**src/rtl/addr_pattern_gen.sv**
```systemverilog
module addr_pattern_gen #(
  parameter int ADDR_W = 64,
  parameter int DATA_W = 64,
  parameter int IDX_LO = 2,
  parameter int IDX_W  = 21,
  parameter logic [IDX_W-1:0] MIX_K = 21'h0B5A63
) (
  input  logic              clk,
  input  logic              rst_n,
  input  logic [2:0]        pat_sel,
  input  logic [ADDR_W-1:0] addr,
  input  logic              strobe,
  input  logic              rx_mode,
  input  logic [DATA_W-1:0] rx_data,
  input  logic [DATA_W/8-1:0] byte_en,
  input  logic              clr_err,
  output logic [DATA_W-1:0] gen_data,
  output logic              err_flag,
  output logic [ADDR_W-1:0] err_addr,
  output logic [DATA_W-1:0] err_exp,
  output logic [DATA_W-1:0] err_rcv
);
  localparam int NBYTES = DATA_W / 8;
  localparam int WB     = $clog2(DATA_W);

  logic [IDX_W-1:0]  idx, mix_y, mix_z, mix_w;
  logic [DATA_W-1:0] walk, scram, lane_mask;
  logic              beat_bad;

  assign idx   = addr[IDX_LO +: IDX_W];
  assign walk  = {{(DATA_W-1){1'b0}}, 1'b1} << idx[WB-1:0];
  assign mix_y = idx ^ (idx << 7);
  assign mix_z = mix_y ^ (mix_y >> 5);
  assign mix_w = mix_z * MIX_K;

  always_comb begin
    for (int j = 0; j < DATA_W; j++)
      scram[j] = mix_w[j % IDX_W] ^ (((j / IDX_W) % 2) == 1);
    for (int k = 0; k < NBYTES; k++)
      lane_mask[8*k +: 8] = {8{byte_en[k]}};
  end

  always_comb begin
    case (pat_sel)
      3'd0:    gen_data = walk;
      3'd1:    gen_data = ~walk;
      3'd2:    gen_data = idx[0] ? '0 : '1;
      3'd3:    gen_data = DATA_W'(idx);
      3'd4:    gen_data = scram;
      default: gen_data = '0;
    endcase
  end

  assign beat_bad = strobe && rx_mode && (((rx_data ^ gen_data) & lane_mask) != '0);

  always_ff @(posedge clk or negedge rst_n) begin
    if (!rst_n) begin
      err_flag <= 1'b0;
      err_addr <= '0;
      err_exp  <= '0;
      err_rcv  <= '0;
    end else if (clr_err) begin
      err_flag <= 1'b0;
    end else if (beat_bad && !err_flag) begin
      err_flag <= 1'b1;
      err_addr <= addr;
      err_exp  <= gen_data;
      err_rcv  <= rx_data;
    end
  end

  a_r1_walk_onehot: assert property (@(posedge clk) disable iff (!rst_n)
    (pat_sel == 3'd0) |-> ($countones(gen_data) == 1));

  a_r2_walk_zero: assert property (@(posedge clk) disable iff (!rst_n)
    (pat_sel == 3'd1) |-> ($countones(~gen_data) == 1));

  a_r8_capture: assert property (@(posedge clk) disable iff (!rst_n)
    (!err_flag && !clr_err && strobe && rx_mode &&
     (((rx_data ^ gen_data) & lane_mask) != '0))
    |=> (err_flag && err_addr == $past(addr) && err_exp == $past(gen_data)
         && err_rcv == $past(rx_data)));

  a_r8_hold: assert property (@(posedge clk) disable iff (!rst_n)
    (err_flag && !clr_err) |=> (err_flag && $stable(err_addr) && $stable(err_exp)
                                && $stable(err_rcv)));

  a_r9_clear: assert property (@(posedge clk) disable iff (!rst_n)
    clr_err |=> !err_flag);

  a_r10_quiet: assert property (@(posedge clk) disable iff (!rst_n)
    (!err_flag && (!strobe || !rx_mode)) |=> !err_flag);
endmodule

```
**config.mk**
```make
export PLATFORM = sky130hd
export DESIGN_NAME = addr_pattern_gen
export DESIGN_NICKNAME = d
export VERILOG_FILES = /design/src/rtl/addr_pattern_gen.sv
export SDC_FILE = /design/constraint.sdc
export NUM_CORES = 1
export LEC_CHECK = 0
export BUFFER_PORTS_ARGS = -buffer_cell sky130_fd_sc_hd__buf_2
export CAP_MARGIN = 30
export CORE_MARGIN = 2
export CORE_UTILIZATION = 45
export DETAILED_ROUTE_END_ITERATION = 16
export PLACE_DENSITY_LB_ADDON = 0.12
export SYNTH_ARGS = -nofsm -noshare
export SYNTH_HDL_FRONTEND = slang
export SYNTH_SLANG_ARGS = --single-unit
```
**constraint.sdc**
```tcl
create_clock -name clk -period 26.5 [get_ports clk]
set_input_delay 5.3 -clock clk [delete_from_list [all_inputs] [get_ports clk]]
set_output_delay 5.3 -clock clk [all_outputs]
set_load 0.05 [all_outputs]
```
==> After elaboration in Yosys (flattened, before gate mapping) <==
Index checks and enable logic that the tools add are counted.
W data, S select, Z words.
{ "op_classes": {"reduce_logical": 8, "shifts": 1, "mux": 4, "bitwise": 27, "n_eq_ne": 4, "mul": 1} }
{ "op_table": {"columns": ["operator", "n"], "rows": [
  ["$pmux W64 S5", 1],
  ["$and A64 B64 Y64", 1],
  ["$mux W64", 1],
  ["$not A64 Y64", 1],
  ["$reduce_bool A64 Y1", 1],
  ["$shl A1 B6 Y64 const A", 1],
  ["$xor A64 B64 Y64", 1],
  ["$not A1 Y1", 22],
  ["$mul A21 B20 Y21 const B", 1],
  ["$xor A21 B16 Y21", 1],
  ["$xor A21 B21 Y21", 1],
  ["$eq A3 B2 Y1 const B", 2],
  ["$eq A3 B1 Y1 const B", 1],
  ["$eq A3 B3 Y1 const B", 1],
  ["$logic_and A1 B1 Y1", 3],
  ["$logic_not A3 Y1", 1],
  ["$mux W1", 2],
  ["$reduce_and A2 Y1", 1],
  ["$reduce_bool A2 Y1", 1],
  ["$logic_not A1 Y1", 1]
]} }
{ "word_totals": {"output_inout_bits": 257, "in_bits": 144, "regBits": 193, "wordCells": 49} }

==> Depth between registers and ports, before layout <==
{ "logic_depth": {"depth_word": 12, "mapped_depth": 33, "ltp_nobuf": 27} }

==> Least setup slack after synthesis <==
Ideal clock, no wire load.
{ "synth_path": {"kind": "input port to output port", "startpoint": "input port addr[7]", "endpoint": "output port gen_data[40]", "n_path_buf": 3, "slack_ns": 8.801, "stages": 22, "required_ns": 21.200, "t_arrival_ns": 12.399, "cell_sequence": "clkbuf_1 -> clkbuf_1 -> buf_1 -> xor2_1 -> xor2_1 -> inv_1 -> ha_1 -> fa_1 -> inv_1 -> fa_1 -> inv_1 -> fa_1 -> fa_1 -> fa_1 -> fa_1 -> ha_1 -> nand2_1 -> o21ai_0 -> and2_1 -> a311oi_1 -> nor4b_1 -> o21ai_0"} }
{ "synth_via": {"elab_chain_len": 5, "elab_cells_between_ends": 7, "classes_between": "1 x mul; 1 x shift; 1 x mux; 4 x bitwise"} }
{ "synth_lines": {"columns": ["item", "line", "rtl"], "rows": [
  ["from (decl)", "11", "input logic [ADDR_W-1:0] addr,"],
  ["$xor A21 B21 Y21", "32", "assign mix_y = idx ^ (idx << 7);"],
  ["$xor A21 B16 Y21", "33", "assign mix_z = mix_y ^ (mix_y >> 5);"],
  ["$mul A21 B20 Y21", "34", "assign mix_w = mix_z * MIX_K;"],
  ["$not A1 Y1 (no source line)", null, null],
  ["$pmux W64 S5 (*)", "44", "case (pat_sel)"],
  ["to (decl)", "17", "output logic [DATA_W-1:0] gen_data,"]
]} }
Mark *: on every way between the ends. The rest lies on a longest branch, timed or not.

==> Worst setup path in the final report <==
{ "layout_path": {"startpoint": "input port addr[7]", "endpoint": "output port gen_data[62]"} }
{ "layout_via": {"elab_chain_len": 4, "elab_cells_between_ends": 6, "classes_between": "1 x mul; 1 x shift; 1 x mux; 3 x bitwise"} }
{ "layout_lines": {"columns": ["item", "line"], "rows": [
  ["$xor A21 B21 Y21", "32"],
  ["$xor A21 B16 Y21", "33"],
  ["$mul A21 B20 Y21", "34"],
  ["$pmux W64 S5 (*)", "44"]
]} }
Marked as above.

==> reports/qor.yml <==
route:
  drtPass1Iterations: 5
  num_vias: 13500
  drt-total-wl_mm: 54.2
  ant_nets: 0
  viasPerCell: 5.70
  first_iter_violations: 1046
  post-route-drc-count: 0
  wl_per_cell_um: 22.9
placed_design:
  place_inst: 2334
  dp_hpwl_mm: 43.2
  port_buffers: 400
  place_congestion: 0.994
die:
  die_height_um: 190
  start_util_pct: 45.4
  dieArea_um2: 36200
  ioPinCount: 401
  die_w_um: 190
  core-area_um2: 34400
  row_count: 68
global_route:
  grt_pass1_wl_mm: 81.4
  grt_pass1_vias: 13500
  grt_util_all_layers_pct: 29.9
  overflow: 0
  grt_max_degree: 68
  antenna_found_initial: 4
timing:
  maxSlewViolCount: 0
  tns_ns: 0
  rsz0062_at_grt: "no"
  min_period_over_period_pct: 68.1
  tightest_slew_ns: 1.12
  setup_viol: 0
  fin_worst_skew_ns: 0.0147
  maxSlewHeadroom_pct: 24.1
  hold_viol_final: 0
  timing.hold.ws_ns: 0.486
  fmax_ghz: 0.0554
  post-route-min-period_ns: 18.04
yosys:
  synth_area_leader_cell: "dfrtp_1"
  synthesis.area_um2: 15600
  synth_compound_gate_area_share_pct: 11.6
  synth_top_family_by_area: "multiplexers"
  synthSimpleGateAreaFrac_pct: 12.3
  synthesis.nets: 1838
  ys_async_sr_fraction_pct: 100
  synth_cells: 1561
  ys_ff_latch: 193
  muxShareOfSynthArea_pct: 16.2
  synth_top_cell_area_share_pct: 31.0
  synth_ff_type: "dfrtp_1"
  synthXorXnorAreaFrac_pct: 8.96
  synthTopCellsByArea: "dfrtp_1 (31%), mux2_1 (13%), fa_1 (7.3%)"
  syn_avg_cell_area_um2: 9.99
  synth_cell_types: 77
  synth_seq_area_share_pct: 31.0
  synth_fa_ha_area_share_pct: 13.4
  synth_edf_count: 0
  ys_warn_count: 0
setup_path:
  crit_required_ns: 21.20
  critPathCaptureType: "output pin"
  worst-path-max-fanout: 30
  crit_type: "in2out"
  arrival_ns: 12.74
  critPathLaunchType: "input pin"
layout:
  nets: 2175
  stdcell_count: 2370
  layout_common_cells: "buf_2 (400), dfrtp_1 (193), mux2_1 (180)"
  layout_commonest_cell: "buf_2"
  drive_gt1_share_pct: 25.8
  syn2layout_area_growth_pct: 17.2
status:
  status: "completed"
cts:
  cts_buffers: 17
  root_buffer: "clkbuf_16"
  clockBufferDepth: 2
  cts_num_sinks: 193
  hold_buffers: 0
  postCtsSetupRepairBufs: 0
  cts.clk_slew.worst_paths_ns: 0.07
  htree_num_levels: 4
  cts_resized: 0
  clkLatencyLatePin_ns: 0.45
  cts_tree: "built"
min_path:
  min_path_type: "reg2reg"
flow_run:
  maxCapViolCount: 0
==> routing by layer <==
metal | part of all wire, % | vias up | GRT usage, %
li1 | - | 6193 | -
met1 | 41 | 6720 | 37.5
met2 | 50 | 521 | 51.6
met3 | 6.4 | 71 | 5.44
met4 | 3.1 | 0 | 10.7
met5 | 0 | - | 0
==> worst max-delay path, cell delays in order <==
cell	delay [ns]
buf_2	0.45
xor2_1	0.41
xor2_1	0.32
inv_1	0.15
ha_1	0.34
fa_1	0.49
inv_1	0.05
fa_1	0.53
inv_1	0.05
fa_1	0.45
fa_1	0.58
fa_1	0.46
fa_1	0.47
ha_1	0.41
inv_1	0.06
nor2_1	0.19
nand2_1	0.12
nor4_1	0.51
nor3_1	0.15
o21ai_0	0.73
nand2_1	0.22
buf_2	0.28
==> cell families after synthesis <==
logic type / after synthesis
buf+inv: 205
xor+xnor: 144
fa+ha+maj: 133
compound gates: 281
flops: 193
mux: 227
simple gates: 378
==> layout make-up <==
class / count / area (um2)
fillers: 3277 / 16100
multi-input cells: 1163 / 9750
flip-flops and latches: 193 / 4830
repair buffers: 419 / 2150
well taps: 455 / 569
clock buffers: 19 / 443
inverters: 104 / 390
clock inverters: 13 / 136
diodes: 4 / 10.0
==> flip-flops by register name, summed over array words and instances (netlist names) <==
register,count
err_addr,64
err_exp,64
err_flag,1
err_rcv,64
==> through the flow <==
stage          cell area (um2)  setup WS [ns]  utilization, %
6_report                 18300           8.46            53.2
5_1_grt                  18300           7.98            53.2
4_1_cts                  18300           8.56            53.2
3_5_place_dp             17700           8.57            51.5
3_3_place_gp             17700           8.75            51.4
2_1_floorplan            15600           8.80               -
==> cell usage after synthesis, drive strengths merged, types with 7 or more instances <==
master,instances
a211oi,8
a21o,10
a21oi,73
and2,12
and3,14
buf,39
clkbuf,62
dfrtp,193
fa,57
ha,76
inv,103
mux2,199
mux2i,28
nand2,89
nand2b,12
nand3,34
nand4,9
nor2,78
nor2b,16
nor3,45
nor4,17
nor4b,7
o2111ai,7
o211ai,18
o21a,10
o21ai,77
o221ai,8
o22ai,11
o31ai,11
or2,12
or3,9
or4,7
xnor2,95
xor2,41
==> path summary, 6_finish.rpt <==
check                                        startpoint                       end  slack (ns)  cells past startpoint
max in group asynchronous                         rst_n   err_addr[0]$_DFFE_PN0P_       19.54                      3
worst max register to register     err_flag$_DFFE_PN0P_  err_addr[13]$_DFFE_PN0P_       23.94                      5
worst max-delay path                            addr[7]              gen_data[62]        8.46                     22
min in group asynchronous                         rst_n   err_rcv[32]$_DFFE_PN0P_        4.82                      1
worst min-delay path            err_rcv[27]$_DFFE_PN0P_   err_rcv[27]$_DFFE_PN0P_        0.49                      1
worst min register to register  err_rcv[27]$_DFFE_PN0P_   err_rcv[27]$_DFFE_PN0P_        0.49                      1
Power is left out: the tool's default activity adds up to more than one toggle a clock period on the data nets, which glitch-free logic cannot reach.
